**config.mk**
```make
export PLATFORM = sky130hd
export DESIGN_NAME = lcd_scan_timer
export DESIGN_NICKNAME = d
export VERILOG_FILES = /design/src/rtl/lcd_scan_pkg.sv /design/src/rtl/lcd_line_clock.sv /design/src/rtl/lcd_frame_counter.sv /design/src/rtl/lcd_alt_gen.sv /design/src/rtl/lcd_scan_timer.sv
export SDC_FILE = /design/constraint.sdc
export NUM_CORES = 1
export LEC_CHECK = 0
export ABC_AREA = 1
export BUFFER_PORTS_ARGS = -buffer_cell sky130_fd_sc_hd__buf_2
export CAP_MARGIN = 10
export CORE_ASPECT_RATIO = 0.75
export CORE_UTILIZATION = 56
export CTS_CLUSTER_DIAMETER = 120
export CTS_CLUSTER_SIZE = 30
export DETAILED_ROUTE_END_ITERATION = 6
export PLACE_DENSITY = 0.91
export SETUP_SLACK_MARGIN = 0.1
export SLEW_MARGIN = 20
export SYNTH_ARGS = -nofsm -noshare
export SYNTH_HDL_FRONTEND = slang
export SYNTH_SLANG_ARGS = --single-unit
```
**constraint.sdc**
```tcl
create_clock -name clk -period 2.1 [get_ports clk]
set_clock_uncertainty 0.2 [all_clocks]
set_input_delay 0.21 -clock clk [delete_from_list [all_inputs] [get_ports clk]]
set_output_delay 0.21 -clock clk [all_outputs]
set_load 0.01 [all_outputs]
```
**src/rtl/lcd_scan_pkg.sv**
```systemverilog
package lcd_scan_pkg;

    typedef enum logic [1:0] {
        ST_WAIT  = 2'd0,
        ST_FIRST = 2'd1,
        ST_LIVE  = 2'd2,
        ST_SLAVE = 2'd3
    } scan_state_t;

    localparam int LINES_LONG  = 240;
    localparam int LINES_SHORT = 120;
    localparam int SPAN_BITS   = 6;
    localparam int SPAN_FLOOR  = 2;

endpackage

```
**src/rtl/lcd_line_clock.sv**
```systemverilog
module lcd_line_clock (
    input  logic clk,
    input  logic rst_n,
    input  logic run_en,
    output logic cl1_q,
    output logic rise
);

    always_ff @(posedge clk or negedge rst_n) begin
        if (!rst_n) begin
            cl1_q <= 1'b0;
        end else if (!run_en) begin
            cl1_q <= 1'b0;
        end else begin
            cl1_q <= ~cl1_q;
        end
    end

    // A rise happens on the coming edge when the clock is low and enabled
    assign rise = run_en & ~cl1_q;

    // while running, the line clock inverts on every edge
    a_r1_cl1_inverts: assert property (@(posedge clk) disable iff (!rst_n)
        run_en |=> (cl1_q != $past(cl1_q)));

endmodule

```
**src/rtl/lcd_frame_counter.sv**
```systemverilog
module lcd_frame_counter #(
    parameter int LINES_MAX = 240,
    parameter int LINES_MIN = 120,
    localparam int LW = $clog2(LINES_MAX + 1)
) (
    input  logic          clk,
    input  logic          rst_n,
    input  logic          rise,
    input  logic          restart,
    input  logic          duty_full,
    output logic [LW-1:0] line_no,
    output logic          flm_q,
    output logic          frame_flag,
    output logic          frame_start
);

    localparam logic [LW-1:0] LEN_LONG  = LW'(LINES_MAX);
    localparam logic [LW-1:0] LEN_SHORT = LW'(LINES_MIN);

    logic [LW-1:0] frame_len;

    always_comb begin
        frame_len   = duty_full ? LEN_LONG : LEN_SHORT;
        frame_start = rise & (restart | (line_no >= frame_len));
    end

    always_ff @(posedge clk or negedge rst_n) begin
        if (!rst_n) begin
            line_no    <= '0;
            flm_q      <= 1'b0;
            frame_flag <= 1'b0;
        end else if (frame_start) begin
            line_no    <= LW'(1);
            flm_q      <= 1'b1;
            frame_flag <= ~frame_flag;
        end else if (rise) begin
            line_no    <= line_no + LW'(1);
            flm_q      <= 1'b0;
        end
    end

    // the line index never runs past the longest frame
    a_r3_line_bound: assert property (@(posedge clk) disable iff (!rst_n)
        line_no <= LEN_LONG);

    // the frame pulse only starts on a line clock rise
    a_r2_flm_on_rise: assert property (@(posedge clk) disable iff (!rst_n)
        $rose(flm_q) |-> $past(rise));

endmodule

```
**src/rtl/lcd_alt_gen.sv**
```systemverilog
module lcd_alt_gen #(
    parameter int CODE_W = 6,
    parameter int N_MIN  = 2
) (
    input  logic              clk,
    input  logic              rst_n,
    input  logic              rise,
    input  logic              frame_start,
    input  logic [CODE_W-1:0] span_code,
    input  logic              frame_flag,
    input  logic              xor_en,
    output logic              m_int
);

    logic [CODE_W-1:0] n_eff;
    logic [CODE_W-1:0] grp_cnt;
    logic              line_ph;

    always_comb begin
        n_eff = (span_code < CODE_W'(N_MIN)) ? CODE_W'(N_MIN) : span_code;
        m_int = line_ph ^ (xor_en & frame_flag);
    end

    always_ff @(posedge clk or negedge rst_n) begin
        if (!rst_n) begin
            grp_cnt <= '0;
            line_ph <= 1'b0;
        end else if (frame_start) begin
            grp_cnt <= CODE_W'(1);
            line_ph <= 1'b0;
        end else if (rise) begin
            if (grp_cnt >= n_eff) begin
                grp_cnt <= CODE_W'(1);
                line_ph <= ~line_ph;
            end else begin
                grp_cnt <= grp_cnt + CODE_W'(1);
            end
        end
    end

    // the line phase changes only at a line clock rise
    a_r5_phase_on_rise: assert property (@(posedge clk) disable iff (!rst_n)
        !$stable(line_ph) |-> $past(rise));

    // a frame start always leaves the phase at zero
    a_r5_phase_cleared: assert property (@(posedge clk) disable iff (!rst_n)
        frame_start |=> !line_ph);

endmodule

```
**src/rtl/lcd_scan_timer.sv**
```systemverilog
module lcd_scan_timer
    import lcd_scan_pkg::*;
#(
    parameter int LINES_MAX = LINES_LONG,
    parameter int LINES_MIN = LINES_SHORT,
    parameter int CODE_W    = SPAN_BITS
) (
    input  logic              clk,
    input  logic              rst_n,
    input  logic              master_sel,
    input  logic              duty_full,
    input  logic [CODE_W-1:0] span_code,
    input  logic              frame_xor_en,
    input  logic              dispoff_req_n,
    input  logic              ext_cl1,
    input  logic              ext_flm,
    input  logic              ext_m,
    input  logic              doc_in,
    output logic              doc_out,
    output logic              doc_oe,
    output logic              cl1,
    output logic              flm,
    output logic              m,
    output logic              disp_off
);

    localparam int LW = $clog2(LINES_MAX + 1);

    scan_state_t   state_q, state_d;
    logic          run_en, cl1_q, rise;
    logic [LW-1:0] line_no;
    logic          flm_q, frame_flag, frame_start, m_int;

    assign run_en = master_sel & (state_q != ST_SLAVE);

    lcd_line_clock u_clk (
        .clk   (clk),
        .rst_n (rst_n),
        .run_en(run_en),
        .cl1_q (cl1_q),
        .rise  (rise)
    );

    lcd_frame_counter #(
        .LINES_MAX(LINES_MAX),
        .LINES_MIN(LINES_MIN)
    ) u_frame (
        .clk        (clk),
        .rst_n      (rst_n),
        .rise       (rise),
        .restart    (state_q == ST_WAIT),
        .duty_full  (duty_full),
        .line_no    (line_no),
        .flm_q      (flm_q),
        .frame_flag (frame_flag),
        .frame_start(frame_start)
    );

    lcd_alt_gen #(
        .CODE_W(CODE_W),
        .N_MIN (SPAN_FLOOR)
    ) u_alt (
        .clk        (clk),
        .rst_n      (rst_n),
        .rise       (rise),
        .frame_start(frame_start),
        .span_code  (span_code),
        .frame_flag (frame_flag),
        .xor_en     (frame_xor_en),
        .m_int      (m_int)
    );

    // Next-state logic
    always_comb begin
        state_d = state_q;
        unique case (state_q)
            ST_WAIT: begin
                if (!master_sel)      state_d = ST_SLAVE;
                else if (rise)        state_d = ST_FIRST;
            end
            ST_FIRST: begin
                if (!master_sel)      state_d = ST_SLAVE;
                else if (frame_start) state_d = ST_LIVE;
            end
            ST_LIVE: begin
                if (!master_sel)      state_d = ST_SLAVE;
            end
            ST_SLAVE: begin
                if (master_sel)       state_d = ST_WAIT;
            end
            default:                  state_d = ST_WAIT;
        endcase
    end

    // State register
    always_ff @(posedge clk or negedge rst_n) begin
        if (!rst_n) state_q <= ST_WAIT;
        else        state_q <= state_d;
    end

    // Outputs
    always_comb begin
        if (master_sel) begin
            cl1      = cl1_q;
            flm      = flm_q;
            m        = m_int;
            doc_oe   = 1'b1;
            doc_out  = (state_q != ST_LIVE) | ~dispoff_req_n;
            disp_off = doc_out;
        end else begin
            cl1      = ext_cl1;
            flm      = ext_flm;
            m        = ext_m;
            doc_oe   = 1'b0;
            doc_out  = 1'b0;
            disp_off = doc_in;
        end
    end

    // blanking is released only when a new frame begins
    a_r7_live_at_frame: assert property (@(posedge clk) disable iff (!rst_n)
        $rose(state_q == ST_LIVE) |-> flm_q);

    // the live state is reached only through the first frame
    a_r7_first_before_live: assert property (@(posedge clk) disable iff (!rst_n)
        $rose(state_q == ST_LIVE) |-> ($past(state_q) == ST_FIRST));

    // frame pulse lasts one line clock period
    a_r2_flm_width: assert property (@(posedge clk) disable iff (!rst_n)
        (master_sel && $rose(flm_q)) |=> flm_q);

endmodule

```
==> results.json <==
{
  "worstPathMaxFanout": 6,
  "drive_above_1_share": 0.192,
  "fin_crit_sh": 0.894,
  "max_slew.worst_pin.slew_ns": 0.422,
  "synth-seq-area-share": 0.362,
  "dp_hpwl_um": 2020,
  "gp_congestion": 0.855,
  "clk_path_buf_depth": 2,
  "dieArea_um2": 2670,
  "ys_warn_count": 0,
  "cp-end-kind": "output pin",
  "startpoint_type": "flop",
  "grt_usage": 0.213,
  "regArea_um2": 500,
  "cp_data_required_time_ns": 1.69,
  "use_met1": 0.284,
  "cp.arrival_ns": 1.47,
  "io_buffers": 21,
  "synthToLayoutAreaGrowth_pct": 14.1,
  "ys_ff_latch": 20,
  "hold_depth": 4,
  "viasPerCell": 5.05,
  "dp_slack_ns": -0.117,
  "instances_no_fill": 237,
  "grt_pass1_vias": 991,
  "slew-limit-headroom": 0.718,
  "synth_cell_types": 27,
  "hold_path.class": "input pin to flop",
  "syn_inst": 178,
  "regToRegSetupSlack_ns": 0.27,
  "grt.overflow.total": 0,
  "ir_drop_uv": 584,
  "avgSynthCellArea_um2": 7.76,
  "use_met2": 0.344,
  "cts_buffers": 3,
  "fin_ws_ns": 0.223,
  "setup_viol": 0,
  "max_cap_viol_count": 0,
  "first_pass_iters": 4,
  "start_util": 0.598,
  "dp_cells": 231,
  "remaining_drc_errors": 0,
  "post-route-min-period_ns": 1.88,
  "htreeDepth": 1,
  "r2r_cells": 9,
  "fmax_mhz": 533,
  "clock-root-buffer": "clkbuf_4",
  "worstReg2RegEnd": "u_frame.line_no[6]",
  "worst-setup-path-type": "flop to output pin",
  "power.density_nw_per_um2": 1050,
  "ant_nets": 0,
  "clk_latency_ns": 0.30,
  "ios": 22,
  "hold_violations": 0,
  "dr.first_iter.drc_count": 60,
  "core-area_um2": 2310,
  "nets": 235,
  "grt_max_degree": 21,
  "rsz0062_at_grt": "false",
  "netlist_area_um2": 1380,
  "r2r-start": "state_q[0]",
  "grt_pass1_wl_um": 4130,
  "path_clk_slew_ns": 0.11,
  "finalSetupTns_ns": 0,
  "slew_viol_final": 0,
  "wl_per_cell_um": 10.7,
  "use_met3": 0.0602,
  "n_fill_cell": 203,
  "total_power_mw": 1.65,
  "vias": 1197,
  "cts.sinks": 20,
  "hold_start": "master_sel",
  "p_leak_nw": 0.837,
  "syn-num-nets": 209,
  "wirelength_um": 2550,
  "diodes": 0,
  "hold_path_end": "state_q[1]",
  "num_rows": 15,
  "antenna_found_initial": 0,
  "die_w_um": 59.4,
  "status": "finished, final reports clean",
  "multiInputGateArea_um2": 752,
  "cts_tree": "built",
  "top_usage_layer": "met2",
  "fp.dieH_um": 45.0
}
-- worst max path at each step --
| stage | startpoint | endpoint | slack (ns) |
|---|---|---|---|
| after floorplan | span_code[5] | u_alt.line_ph | 0.24 |
| after global placement | span_code[5] | u_alt.line_ph | 0.05 |
| after detailed placement | span_code[5] | u_alt.grp_cnt[0] | -0.12 |
| after CTS | state_q[0] | disp_off | 0.22 |
| final | state_q[0] | disp_off | 0.22 |
| after global routing | state_q[0] | state_q[1] | 0.11 |
-- final cells by class --
cell class | instances | area share
clock buffers | 4 | 0.0230
inverters | 32 | 0.0778
multi-input cells | 124 | 0.477
flip-flops and latches | 20 | 0.317
well taps | 34 | 0.0270
repair buffers | 23 | 0.0778
-- flip-flops by register name, summed over array words and instances, names as in the netlist --
name and count:
u_frame.frame_flag 1, u_clk.cl1_q 1, state_q 2, u_frame.flm_q 1, u_alt.grp_cnt 6, u_alt.line_ph 1
u_frame.line_no 8
-- per-layer routing --
| layer | wire length (um) | part of all wire |
|---|---|---|
| met5 | 0 | 0 |
| met4 | 27 | 0.011 |
| met3 | 166 | 0.065 |
| met2 | 1120 | 0.44 |
| met1 | 1230 | 0.48 |
-- through the flow --
step | utilization | area [um2] | hold WS, ns
6_report | 0.683 | 1580 | 0.122
5_1_grt | 0.683 | 1580 | 0.148
4_1_cts | 0.677 | 1560 | 0.115
3_5_place_dp | 0.657 | 1520 | -0.0280
3_3_place_gp | 0.657 | 1520 | -0.0238
2_1_floorplan | - | 1380 | -0.286
-- synth_stat cells (all sizes together) --
library cell	instances	share of area
a21oi	11	0.040
nand2	36	0.11
inv	31	0.086
a21o	2	0.011
clkinv	1	0.0027
nor4	2	0.0091
ha	15	0.14
o211ai	1	0.0054
xnor2	2	0.013
nand3	12	0.043
o21ai	14	0.051
nand4	4	0.018
nor2	15	0.052
nor3	5	0.022
xor2	4	0.025
dfrtp	20	0.36
buf	2	0.0091
or2	1	0.0045
-- cells by family after synthesis --
| group | synth area share |
|---|---|
| xor+xnor | 0.0380 |
| buf+inv | 0.0978 |
| flops | 0.362 |
| compound gates | 0.107 |
| fa+ha+maj | 0.136 |
| simple gates | 0.259 |
-- where the power goes --
group	internal [mW]	switching (mW)
sequential	0.519	0.137
combinational	0.315	0.462
clock	0.106	0.111
total	0.939	0.711
-- layout by cell type (no fill, tap or decap), types with 3 or more instances in the layout --
cell type / count
inv_1: 28
clkbuf_4: 3
nor2_1: 11
buf_2: 21
a21oi_1: 11
ha_1: 15
nor2_2: 3
xor2_1: 4
nand2_1: 33
o21ai_0: 13
nor3_1: 4
nand4_1: 4
nand3_1: 12
dfrtp_1: 20
-- critical path: stages, from the launching register on --
cell and delay [ns]:
dfrtp_1 0.45, inv_1 0.10, ha_1 0.22, a21oi_1 0.18
a21o_1 0.10, buf_2 0.12
-- what timing repair did --
item                                   CTS  global route
buffers inserted                         0             1
gates resized for setup                  0             1
setup endpoints to repair                0             4
endpoints found under the hold margin   20             0
hold buffers                             1             0
Power figures use the tool's default switching activity.
